==> src/rtl/vram_refresh_pkg.sv <==
package vram_refresh_pkg;

    typedef enum logic [1:0] {
        FLV_PLAIN = 2'd0,
        FLV_STOP  = 2'd1,
        FLV_KEEP  = 2'd2
    } flavor_t;

    typedef enum logic [1:0] {
        ST_IDLE  = 2'd0,
        ST_SETUP = 2'd1,
        ST_ROWLO = 2'd2,
        ST_PRECH = 2'd3
    } seq_state_t;

endpackage

==> src/rtl/vram_refresh_timer.sv <==
module vram_refresh_timer #(
    parameter int CW = 3
) (
    input  logic          clk,
    input  logic          rst_n,
    input  logic          load,
    input  logic [CW-1:0] load_val,
    output logic          expired
);

    logic [CW-1:0] cnt;

    always_ff @(posedge clk or negedge rst_n) begin
        if (!rst_n) begin
            cnt <= '0;
        end else if (load) begin
            cnt <= load_val;
        end else if (cnt != '0) begin
            cnt <= cnt - CW'(1);
        end
    end

    assign expired = (cnt == '0);

    // Timer rests at zero until reloaded (phase lengths, R3)
    assert_timer_rest_R3: assert property (@(posedge clk) disable iff (!rst_n)
        (!load && cnt == '0) |=> (cnt == '0));

endmodule

==> src/rtl/vram_refresh_latch.sv <==
module vram_refresh_latch (
    input  logic clk,
    input  logic rst_n,
    input  logic retrace,
    input  logic take,
    output logic pending
);

    always_ff @(posedge clk or negedge rst_n) begin
        if (!rst_n) begin
            pending <= 1'b0;
        end else if (retrace) begin
            pending <= 1'b1;
        end else if (take) begin
            pending <= 1'b0;
        end
    end

    // A retrace is never lost, even when it meets a take
    assert_retrace_kept_R9: assert property (@(posedge clk) disable iff (!rst_n)
        retrace |=> pending);

endmodule

==> src/rtl/vram_refresh_decode.sv <==
module vram_refresh_decode
    import vram_refresh_pkg::*;
(
    input  seq_state_t state,
    input  flavor_t    flv,
    output logic       row_n,
    output logic       col_n,
    output logic       wr_n,
    output logic       sf
);

    logic active;

    always_comb begin
        active = (state == ST_SETUP) || (state == ST_ROWLO);
        col_n  = !active;
        row_n  = (state != ST_ROWLO);
        wr_n   = !(active && (flv != FLV_PLAIN));
        sf     = active && (flv == FLV_STOP);
    end

endmodule

==> src/rtl/vram_refresh_seq.sv <==
module vram_refresh_seq
    import vram_refresh_pkg::*;
#(
    parameter int T_SETUP  = 2,
    parameter int T_ROW    = 4,
    parameter int T_PRE    = 3,
    parameter int INIT_CNT = 8,
    parameter int ADDR_W   = 9,
    parameter int STOP_MAX = 127
) (
    input  logic              clk,
    input  logic              rst_n,
    input  logic              retrace,
    input  logic              cfg_stop_en,
    input  logic              cfg_keep_mask_en,
    input  logic [ADDR_W-1:0] cfg_stop_addr,
    output logic              row_strb_n,
    output logic              col_strb_n,
    output logic              wr_strb_n,
    output logic              spec_fn,
    output logic              busy,
    output logic              stop_addr_err
);

    localparam int LEN_A   = (T_SETUP > T_ROW) ? T_SETUP : T_ROW;
    localparam int LEN_MAX = (LEN_A > T_PRE) ? LEN_A : T_PRE;
    localparam int CW      = $clog2(LEN_MAX + 1);
    localparam int IW      = $clog2(INIT_CNT + 1);
    localparam logic [CW-1:0] L_SETUP = CW'(T_SETUP - 1);
    localparam logic [CW-1:0] L_ROW   = CW'(T_ROW - 1);
    localparam logic [CW-1:0] L_PRE   = CW'(T_PRE - 1);
    localparam logic [ADDR_W-1:0] STOP_LIM = ADDR_W'(STOP_MAX);

    seq_state_t     state, nstate;
    flavor_t        flv, mode_flv;
    logic           need_mode;
    logic [IW-1:0]  init_left;
    logic           pending, take;
    logic           start_plain, start_mode;
    logic           expired, load;
    logic [CW-1:0]  load_val;

    // ---------------- next-state logic ----------------
    always_comb begin
        nstate      = state;
        take        = 1'b0;
        start_plain = 1'b0;
        start_mode  = 1'b0;
        unique case (state)
            ST_IDLE: begin
                if (need_mode) begin
                    nstate     = ST_SETUP;
                    start_mode = 1'b1;
                end else if (init_left != '0) begin
                    nstate      = ST_SETUP;
                    start_plain = 1'b1;
                end else if (pending) begin
                    nstate      = ST_SETUP;
                    start_plain = 1'b1;
                    take        = 1'b1;
                end
            end
            ST_SETUP: if (expired) nstate = ST_ROWLO;
            ST_ROWLO: if (expired) nstate = ST_PRECH;
            ST_PRECH: if (expired) nstate = ST_IDLE;
        endcase
    end

    always_comb begin
        load = (nstate != state);
        unique case (nstate)
            ST_SETUP: load_val = L_SETUP;
            ST_ROWLO: load_val = L_ROW;
            ST_PRECH: load_val = L_PRE;
            ST_IDLE:  load_val = '0;
        endcase
    end

    // ---------------- state register ----------------
    always_ff @(posedge clk or negedge rst_n) begin
        if (!rst_n) begin
            state     <= ST_IDLE;
            flv       <= FLV_PLAIN;
            mode_flv  <= FLV_STOP;
            need_mode <= 1'b0;
            init_left <= IW'(INIT_CNT);
        end else begin
            state <= nstate;
            if (start_plain) begin
                flv       <= FLV_PLAIN;
                need_mode <= cfg_stop_en || cfg_keep_mask_en;
                mode_flv  <= cfg_stop_en ? FLV_STOP : FLV_KEEP;
                if (init_left != '0) init_left <= init_left - IW'(1);
            end else if (start_mode) begin
                flv       <= mode_flv;
                need_mode <= 1'b0;
            end
        end
    end

    always_ff @(posedge clk or negedge rst_n) begin
        if (!rst_n) stop_addr_err <= 1'b0;
        else        stop_addr_err <= cfg_stop_en && (cfg_stop_addr > STOP_LIM);
    end

    // ---------------- sub-blocks ----------------
    vram_refresh_timer #(.CW(CW)) u_timer (
        .clk(clk), .rst_n(rst_n), .load(load), .load_val(load_val), .expired(expired)
    );

    vram_refresh_latch u_latch (
        .clk(clk), .rst_n(rst_n), .retrace(retrace), .take(take), .pending(pending)
    );

    // ---------------- output process ----------------
    vram_refresh_decode u_dec (
        .state(state), .flv(flv),
        .row_n(row_strb_n), .col_n(col_strb_n), .wr_n(wr_strb_n), .sf(spec_fn)
    );

    always_comb begin
        busy = (state != ST_IDLE) || (init_left != '0) || need_mode || pending;
    end

    // ---------------- assertions ----------------
    logic [CW+1:0] rowlo_run;
    always_ff @(posedge clk or negedge rst_n) begin
        if (!rst_n)           rowlo_run <= '0;
        else if (!row_strb_n) rowlo_run <= rowlo_run + (CW+2)'(1);
        else                  rowlo_run <= '0;
    end

    assert_row_needs_col_R2: assert property (@(posedge clk) disable iff (!rst_n)
        !row_strb_n |-> !col_strb_n);

    assert_col_before_row_R2: assert property (@(posedge clk) disable iff (!rst_n)
        $fell(row_strb_n) |-> $past(!col_strb_n));

    assert_row_width_R3: assert property (@(posedge clk) disable iff (!rst_n)
        $rose(row_strb_n) |-> (rowlo_run == (CW+2)'(T_ROW)));

    assert_sf_with_wr_R6: assert property (@(posedge clk) disable iff (!rst_n)
        spec_fn |-> (!wr_strb_n && !col_strb_n));

    assert_idle_pins_R11: assert property (@(posedge clk) disable iff (!rst_n)
        !busy |-> (row_strb_n && col_strb_n && wr_strb_n && !spec_fn));

    assert_stop_err_R10: assert property (@(posedge clk) disable iff (!rst_n)
        (cfg_stop_en && cfg_stop_addr > STOP_LIM) |=> stop_addr_err);

    assert_stop_ok_R10: assert property (@(posedge clk) disable iff (!rst_n)
        !(cfg_stop_en && cfg_stop_addr > STOP_LIM) |=> !stop_addr_err);

endmodule

==> config.mk <==
export PLATFORM = sky130hd
export DESIGN_NAME = vram_refresh_seq
export DESIGN_NICKNAME = d
export VERILOG_FILES = /design/src/rtl/vram_refresh_pkg.sv /design/src/rtl/vram_refresh_timer.sv /design/src/rtl/vram_refresh_latch.sv /design/src/rtl/vram_refresh_decode.sv /design/src/rtl/vram_refresh_seq.sv
export SDC_FILE = /design/constraint.sdc
export NUM_CORES = 1
export LEC_CHECK = 0
export ABC_AREA = 1
export BUFFER_PORTS_ARGS = -buffer_cell sky130_fd_sc_hd__buf_4
export CORE_ASPECT_RATIO = 1.1
export CORE_UTILIZATION = 45
export DETAILED_ROUTE_END_ITERATION = 8
export PLACE_DENSITY = 0.7
export SYNTH_ARGS = -nofsm -noshare
export SYNTH_HDL_FRONTEND = slang
export SYNTH_SLANG_ARGS = --single-unit
==> constraint.sdc <==
create_clock -name clk -period 4.21 [get_ports clk]
set_input_delay 0.2105 -clock clk [delete_from_list [all_inputs] [get_ports clk]]
set_output_delay 0.2105 -clock clk [all_outputs]
set_load 0.005 [all_outputs]
; Word level (Yosys, flattened, before mapping)
; Index checks and enable logic that the tools add are counted.
[op_classes]
add_sub_neg = 2
magnitude_cmp = 1
n_eq_ne = 9
mux = 26
n_reduce_logical = 21
[ops]
columns = operator, count
row1 = 2-bit two-way mux, 9
row2 = 1-bit two-way mux, 13
row3 = 3-bit case mux with 4 select lines, 1
row4 = 2-bit nonzero test, 5
row5 = "9-bit by 7-bit > comparator with 1-bit output, second input constant", 1
row6 = "2-bit equality test, second input constant", 4
row7 = 2-bit case mux with 4 select lines, 1
row8 = "2-bit by 1-bit equality test with 1-bit output, second input constant", 3
row9 = 3-bit two-way mux, 2
row10 = 1-bit logical OR, 5
row11 = 2-bit zero test, 2
row12 = 4-bit nonzero test, 1
row13 = "4-bit by 1-bit subtractor with 4-bit output, second input constant", 1
row14 = 1-bit logical AND, 3
row15 = 3-bit zero test, 1
row16 = 3-bit nonzero test, 1
row17 = "3-bit by 1-bit subtractor with 3-bit output, second input constant", 1
row18 = 1-bit zero test, 2
row19 = 2-bit inequality test, 1
row20 = "2-bit inequality test, second input constant", 1
row21 = 2-bit AND reduction, 1
[totals]
reg_bits = 16
in_bits = 14
out_inout_bits = 6

; Longest topological paths before layout
; Gate-level depths: netlist (run 1).
[depth]
depth_word = 7
depth_mapped = 13
mapped_depth_nobuf = 13

; Modules after synthesis
; Synthesis (run 1) repeated with hierarchy kept, for this count alone.
[hier_totals]
hier_cells = 134
area_unflattened_um2 = 975.9
[by_module_without_submodules]
columns = module, instances, cells_per_inst, area_each_um2, seq_area_each_um2
row1 = vram_refresh_seq, 1, 90, 686.9, 302.8
row2 = vram_refresh_timer, 1, 32, 207.7, 75.1
row3 = vram_refresh_decode, 1, 7, 41.3, 0.0
row4 = vram_refresh_latch, 1, 5, 40.0, 25.0

; Worst setup path before layout (run 1)
; No wires, ideal clock.
[synth_path]
kind = register -> register
start = register state[1]
end = register u_timer.cnt[0]
setup_ns = 0.113
arrival_ns = 1.696
required_time_ns = 4.097
slack_ns = 2.401
path_stages_with_launch = 12
n_path_buf = 0
path_cell_list = dfrtp_1 -> inv_1 -> ha_1 -> inv_2 -> nor2_8 -> nand3_4 -> o21ai_0 -> ha_1 -> inv_1 -> nand2_1 -> nand2_1 -> inv_1
[synth_between]
elab_chain_cells = 7
word_cells_on_any_way = 19
[synth_rtl]
columns = item, line_no
row1 = start: declaration, vram_refresh_seq.sv:34  ; seq_state_t state, nstate;
row2 = start signal: assignment, vram_refresh_seq.sv:88  ; state <= nstate;
row3 = 2-bit two-way mux, vram_refresh_seq.sv:57  ; end else if (pending) begin
row4 = 2-bit two-way mux, vram_refresh_seq.sv:54  ; end else if (init_left != '0) begin
row5 = 2-bit two-way mux, vram_refresh_seq.sv:51  ; if (need_mode) begin
row6 = 2-bit case mux with 4 select lines (*), vram_refresh_seq.sv:49  ; unique case (state)
row7 = net nstate[1], vram_refresh_seq.sv:34
row8 = "2-bit equality test, or another cell as far along", vram_refresh_seq.sv:71  ; unique case (nstate)
row9 = 3-bit case mux with 4 select lines, vram_refresh_seq.sv:71
row10 = 3-bit two-way mux, vram_refresh_timer.sv:16  ; end else if (load) begin
row11 = end signal: assignment, vram_refresh_timer.sv:17  ; cnt <= load_val;
row12 = end signal: assignment, vram_refresh_timer.sv:19  ; cnt <= cnt - CW'(1);
row13 = end: declaration, vram_refresh_timer.sv:11  ; logic [CW-1:0] cnt;
; The timed path passes the listed nets; every way through them passes the cells marked *. The select of a mux whose other input is x is not followed.
; A chain may end at the register's enable or synchronous reset.

; Worst setup path after layout (run 1)
; Ends and elaborated chain as after synthesis.

==> out/results.tsv, run 1 <==
stage	metric	value	unit
power_and_ir_drop	comb_power_share	55.2	%
timing	relSlewSlack	71.7	%
setup_path	required	4.40	ns
floorplanning	fp.dieArea	2320	µm²
setup_path	critical_path_class	reg2reg	
setup_path	slowest_delay	0.43	ns
grt	overflow	0	
floorplanning	ios	20	
power_and_ir_drop	switchingPower	0.328	mW
clock_network	clock_latency	0.29	ns
placement	globalplace.congestion	0.873	
setup_path	arrival	2.25	ns
clock_network	clockBufferDepth	2	
setup_path	endpoint_kind	register	
setup_path	path_buf_inv	4	
setup_path	path_delay_family	adder cells	
synthesis	netlist_top_cells_count	nand2_1, inv_1, dfrtp_1	
clock_network	numCtsBuffers	3	
detailed_routing	route.antenna.remaining_nets	0	
floorplanning	design.core.area	2000	µm²
layout	drive_gt1_share	26.4	%
timing	finalSetupViolCount	0	
grt	grt_pass1_vias	759	
clock_network	cts_resized	0	
synthesis	postSynthRegisterBits	16	
detailed_routing	via_count	711	
placement	port_buffers	12	
run_status	outcome	finished clean	
detailed_routing	drtPass1Iterations	3	
synthesis	synth_top_area_cell	dfrtp_1	
synthesis	synth_warnings	0	
timing	worst_pin_slew	0.420	ns
synthesis	synthDistinctLibCells	23	
synthesis	netlist_area	961	µm²
timing	hold_violations	0	
synthesis	syn_area_per_cell	8.90	µm²
clock_network	htree_levels	1	
floorplanning	start_util	48.1	%
timing	rsz0062_at_grt	false	
timing	fmax	485	MHz
synthesis	synthTopCellsByArea	dfrtp_1, ha_1, nand2_1	
power_and_ir_drop	clockPowerShare	13.6	%
clock_network	clk_pin_slew	0.10	ns
synthesis	syn_nets	132	
layout	antenna_cells	0	
grt	grt_pass1_wl	2900	µm
grt	grt_max_degree	17	
detailed_routing	drc_errors	0	
timing	fin_tns_setup	0	ns
run	drv_cap	0	
timing	clock_skew	0.00555	ns
power_and_ir_drop	netSwitchingFraction	43.6	%
timing	finalCritPeriodShare	49.0	%
detailed_routing	via_per_inst	4.65	
grt	antenna_found_initial	0	
power_and_ir_drop	powerDensity	666	nW/µm²
power_and_ir_drop	internal_power	0.425	mW
floorplanning	die_h	50.5	µm
synthesis	synthFlopType	dfrtp_1	
layout	fin_util	56.6	%
setup_path	worstPathMaxFanout	6	
detailed_routing	post_drt_wl_per_cell	9.88	µm
power_and_ir_drop	pwr-share-seq	31.3	%
timing	report.final.slew_viol_count	0	
setup_path	crit_path_frequent_cell	inv_1	
floorplanning	fp.dieW	46.1	µm
power_and_ir_drop	ir_drop	0.000397	V
timing	fin_crit	2.06	ns
placement	hpwl	1210	µm
setup_path	start_kind	register	
synthesis	ys_async_sr_fraction	100	%
synthesis	syn_inst	108	
synthesis	synth_most_common_cell	nand2_1	
detailed_routing	drt_wl_total	1510	µm
grt	grt_usage	16.8	%
detailed_routing	drt_iter0_markers	9	
clock_network	clockRootBuffer	clkbuf_4	
setup_path	path_cells	inv_1, ha_1, inv_2, nor2_8, nand3_4, o21ai_0, ha_1, inv_1, nand2_1, nand2_1, inv_1	
clock_network	cts.sinks	16	
hold_path	hp-class	in2reg	
synthesis	yosysTopAreaCellShare	36.5	%
synthesis	synth_edf_count	0	
synthesis	synth_seq_area_share	41.9	%
layout	area_delta_synth_final	17.8	%
power_and_ir_drop	p_leak	0.593	nW
setup_path	crit_slowest_cell	dfrtp_1	
floorplanning	rows	17	
clock_network	cts_tree	yes	
layout	fin_nets	150	
[final timing paths]
| check | startpoint | endpoint | slack (ns) | cells after the start |
|---|---|---|---|---|
| hold reg to reg | mode_flv[1] | mode_flv[1] | 0.50 | 2 |
| hold / removal | retrace | u_latch.pending | 0.11 | 2 |
| min in group asynchronous | rst_n | init_left[2] | 0.31 | 2 |
| setup / recovery | state[1] | u_timer.cnt[0] | 2.15 | 11 |
| max in group asynchronous | rst_n | mode_flv[0] | 3.66 | 2 |
| setup reg to reg | state[1] | u_timer.cnt[0] | 2.15 | 11 |
[power by group through the flow]
stage	combinational [mW]	clock [mW]	sequential, mW
floorplan	0.319	0	0.234
global placement	0.406	0	0.239
detailed placement	0.414	0	0.240
CTS	0.420	0.108	0.237
global route	0.488	0.112	0.242
finish	0.416	0.102	0.236
[metrics by stage]
step	cells	total power, mW	worst slack, ns	hold slack (ns)	area, µm²
global route	153	0.842	1.92	0.104	1130
floorplan	108	0.553	2.40	-0.0851	961
detailed placement	148	0.654	2.18	0.0798	1090
finish	153	0.754	2.15	0.105	1130
CTS	153	0.764	2.15	0.100	1130
global placement	148	0.644	2.16	0.0810	1090
[cells in the final DEF (no fill, tap or decap), drive strengths merged, types with 4 or more instances in the layout]
| cell type | instances |
|---|---|
| nand2 | 21 |
| inv | 19 |
| dfrtp | 14 |
| o21ai | 13 |
| buf | 12 |
| ha | 10 |
| nor2 | 9 |
| nand3 | 8 |
| xor2 | 4 |
| clkbuf | 4 |
[logic make-up after synthesis]
group,after synthesis,share of synthesized area (%)
adder cells (fa/ha/maj),10,13.0
AND/OR/NAND/NOR,42,24.2
flip-flops,16,41.9
AO/OA/AOI/OAI,16,9.25
XOR/XNOR,4,3.65
buffers and inverters,20,7.94
[registers in the layout, summed over array words and instances, names as in the netlist]
name             flops
mode_flv             2
flv                  2
u_latch.pending      1
need_mode            1
u_timer.cnt          3
state                2
stop_addr_err        1
init_left            4
[cell type report]
| class | count | area, µm² |
|---|---|---|
| fillers | 195 | 867 |
| multi-input cells | 72 | 482 |
| flip-flops and latches | 16 | 403 |
| repair buffers | 13 | 100 |
| inverters | 20 | 76.3 |
| clock buffers | 4 | 36.3 |
| well taps | 28 | 35.0 |
[repair_timing]
action | 4_1_cts | 5_1_grt
hold endpoints to repair | 16 | 0
hold buffers | 1 | 0
setup buffers | 0 | 0
[layer usage]
metal  track usage (%)  wire length (µm)
met1              20.6               711
met2              29.3               733
met3              2.52                50
met4              4.90                17
met5                 0                 0
Power figures use the tool's default switching activity.
==> inputs of run 2 (changes only) <==
Settings changed: PLACE_DENSITY 0.7 to 0.72.
Clock period 4.21 ns to 1.8 ns, I/O delays scaled along.
==> run 2 against run 1 <==
Against the previous run:
- core utilization increased by 4.7 points
- final area increased by 8.3%
- sequential cell count unchanged
- highest routed layer is now met3
- largest cell class unchanged
==> out/results.tsv, run 2 (synthesis results as in run 1) <==
stage	metric	value	unit	change
timing	fin_tns_setup	0	ns	unchanged
timing	clock_skew	0.00175	ns	-0.00381 ns
floorplanning	fp.dieW	46.1	µm	unchanged
layout	drive_gt1_share	37.3	%	+11 points
grt	grt_pass1_wl	2840	µm	-2.1%
power_and_ir_drop	clockPowerShare	12.0	%	-1.6 points
clock_network	htree_levels	1		unchanged
timing	finalCritPeriodShare	94.5	%	+46 points
layout	layout_commonest_cell	buf_4		
setup_path	arrival	1.88	ns	-0.37 ns
timing	finalSetupViolCount	0		unchanged
run_status	outcome	finished clean		
setup_path	critical_path_class	reg2reg		
clock_network	clockBufferDepth	2		unchanged
run	drv_cap	0		unchanged
detailed_routing	drtPass1Iterations	3		unchanged
setup_path	crit_slowest_cell	dfrtp_1		
layout	area_delta_synth_final	27.6	%	
power_and_ir_drop	comb_power_share	60.5	%	+5.3 points
layout	fin_util	61.3	%	+4.7 points
setup_path	slowest_delay	0.40	ns	-0.03 ns
setup_path	worstPathMaxFanout	3		-3
clock_network	clockRootBuffer	clkbuf_4		
timing	fin_ws	0.0991	ns	-2.05 ns
power_and_ir_drop	powerDensity	1610	nW/µm²	+140%
power_and_ir_drop	switchingPower	0.848	mW	+160%
clock_network	clk_pin_slew	0.10	ns	about the same
detailed_routing	post_drt_wl_per_cell	10.1	µm	+2.7%
power_and_ir_drop	pwr-share-seq	27.4	%	-3.9 points
power_and_ir_drop	ir_drop	0.000950	V	+140%
clock_network	cts.sinks	16		unchanged
floorplanning	design.core.area	2000	µm²	unchanged
placement	place_ws	0.0403	ns	-2.14 ns
placement	globalplace.congestion	0.832		-4.8%
placement	placed_area	1130	µm²	+4.1%
clock_network	cts_tree	yes		
timing	worst_pin_slew	0.262	ns	-0.158 ns
clock_network	clock_latency	0.28	ns	about the same
detailed_routing	drc_errors	0		unchanged
floorplanning	start_util	48.1	%	unchanged
layout	top_regs	init_left (4), u_timer.cnt (3)		
grt	grt_max_degree	17		unchanged
power_and_ir_drop	internal_power	1.12	mW	+160%
floorplanning	ios	20		unchanged
detailed_routing	route.antenna.remaining_nets	0		unchanged
setup_path	path_delay_family	flip-flops		
layout	final_area	1230	µm²	+8.3%
timing	rsz0062_at_grt	true		
clock_network	numCtsBuffers	3		unchanged
setup_path	path_buf_inv	2		-2
timing	hold_violations	0		unchanged
detailed_routing	drt_iter0_markers	11		+2
setup_path	endpoint_kind	register		
timing	report.final.slew_viol_count	0		unchanged
placement	hpwl	1260	µm	+4.3%
layout	fin_nets	159		+6.0%
setup_path	start_kind	register		
floorplanning	die_h	50.5	µm	unchanged
timing	fin_crit	1.70	ns	-0.361 ns
timing	fmax	588	MHz	+21%
placement	port_buffers	12		unchanged
layout	largest_reg_flops	4		unchanged
layout	layout_common_cells	buf_4, inv_1, nand2_1, dfrtp_1, ha_1		
grt	overflow	0		unchanged
setup_path	path_cells	buf_4, ha_1, nand3_1, nand3_2, nand2_2, o21ai_2, buf_4, ha_1, o21ai_1, nand2_1		
setup_path	required	1.98	ns	-2.42 ns
timing	relSlewSlack	82.4	%	+11 points
grt	grt_pass1_vias	751		-1.1%
detailed_routing	drt_wl_total	1640	µm	+8.7%
power_and_ir_drop	netSwitchingFraction	43.0	%	-0.56 points
detailed_routing	via_count	758		+6.6%
floorplanning	rows	17		unchanged
floorplanning	fp.dieArea	2320	µm²	unchanged
power_and_ir_drop	p_leak	0.643	nW	+8.4%
grt	antenna_found_initial	0		unchanged
detailed_routing	via_per_inst	4.68		+0.69%
grt	grt_usage	16.6	%	-0.21 points
layout	antenna_cells	0		unchanged
layout	top_register	init_left		
hold_path	hp-class	in2reg		
==> run 2: cell count changes in the layout (fill, tap and decap cells not counted), sizes merged <==
cell and change:
buf +8, dlygate4sd3 +1
==> run 2: metrics by stage <==
| step | hold WS [ns] | cells | power, mW |
|---|---|---|---|
| detailed placement | -0.0377 | 154 | 1.64 |
| global placement | -0.0417 | 154 | 1.59 |
| global route | 0.0205 | 162 | 2.16 |
| CTS | 0.0128 | 160 | 1.89 |
| floorplan | -0.206 | 108 | 1.29 |
| finish | 0.0119 | 162 | 1.97 |
==> run 2: worst register-to-register path, delay by kind of cell, from the launching register on <==
family	cells	cell delay, ns
DFF	1	0.40
adders and majority gates	2	0.38
and+or+nand+nor	4	0.35
buffers and inverters	2	0.29
AOI/OAI and AO/OA	2	0.18
==> run 2: path summary, 6_finish.rpt <==
kind,end,slack [ns],cells past startpoint,startpoint
worst max register to register,u_timer.cnt[1],0.1,10,state[0]
min in group asynchronous,u_timer.cnt[0],0.20,2,rst_n
worst min-delay path,mode_flv[1],0.01,2,cfg_stop_en
max in group asynchronous,mode_flv[0],1.35,2,rst_n
worst min register to register,mode_flv[1],0.50,2,mode_flv[1]
worst max-delay path,u_timer.cnt[1],0.1,10,state[0]
==> run 2: final cells by class <==
class                   count  area, µm²
fillers                   178        773
multi-input cells          72        503
flip-flops and latches     16        403
repair buffers             22        170
inverters                  20       78.8
clock buffers               4       36.3
well taps                  28       35.0
==> run 2: what timing repair did <==
item / 4_1_cts / 5_1_grt
hold endpoints to repair: 17 / 0
resized for setup: 0 / 11
hold buffers: 2 / 0
buffers inserted: 0 / 2
setup endpoints to repair: 0 / 3
==> run 2: power groups by stage <==
stage               Clock (mW)  Combinational, mW  Sequential (mW)
floorplan                    0              0.748            0.547
global placement             0               1.05            0.544
detailed placement           0               1.10            0.547
CTS                      0.243               1.11            0.539
global route             0.260               1.35            0.553
finish                   0.237               1.19            0.540
==> run 2: routing by layer <==
layer | vias to the layer above | wire length [µm] | GRT usage [%]
li1 | 394 | - | -
met1 | 353 | 698 | 19.3
met2 | 11 | 900 | 29.8
met3 | 0 | 44 | 3.96
met4 | 0 | 0 | 3.43
met5 | - | 0 | 0
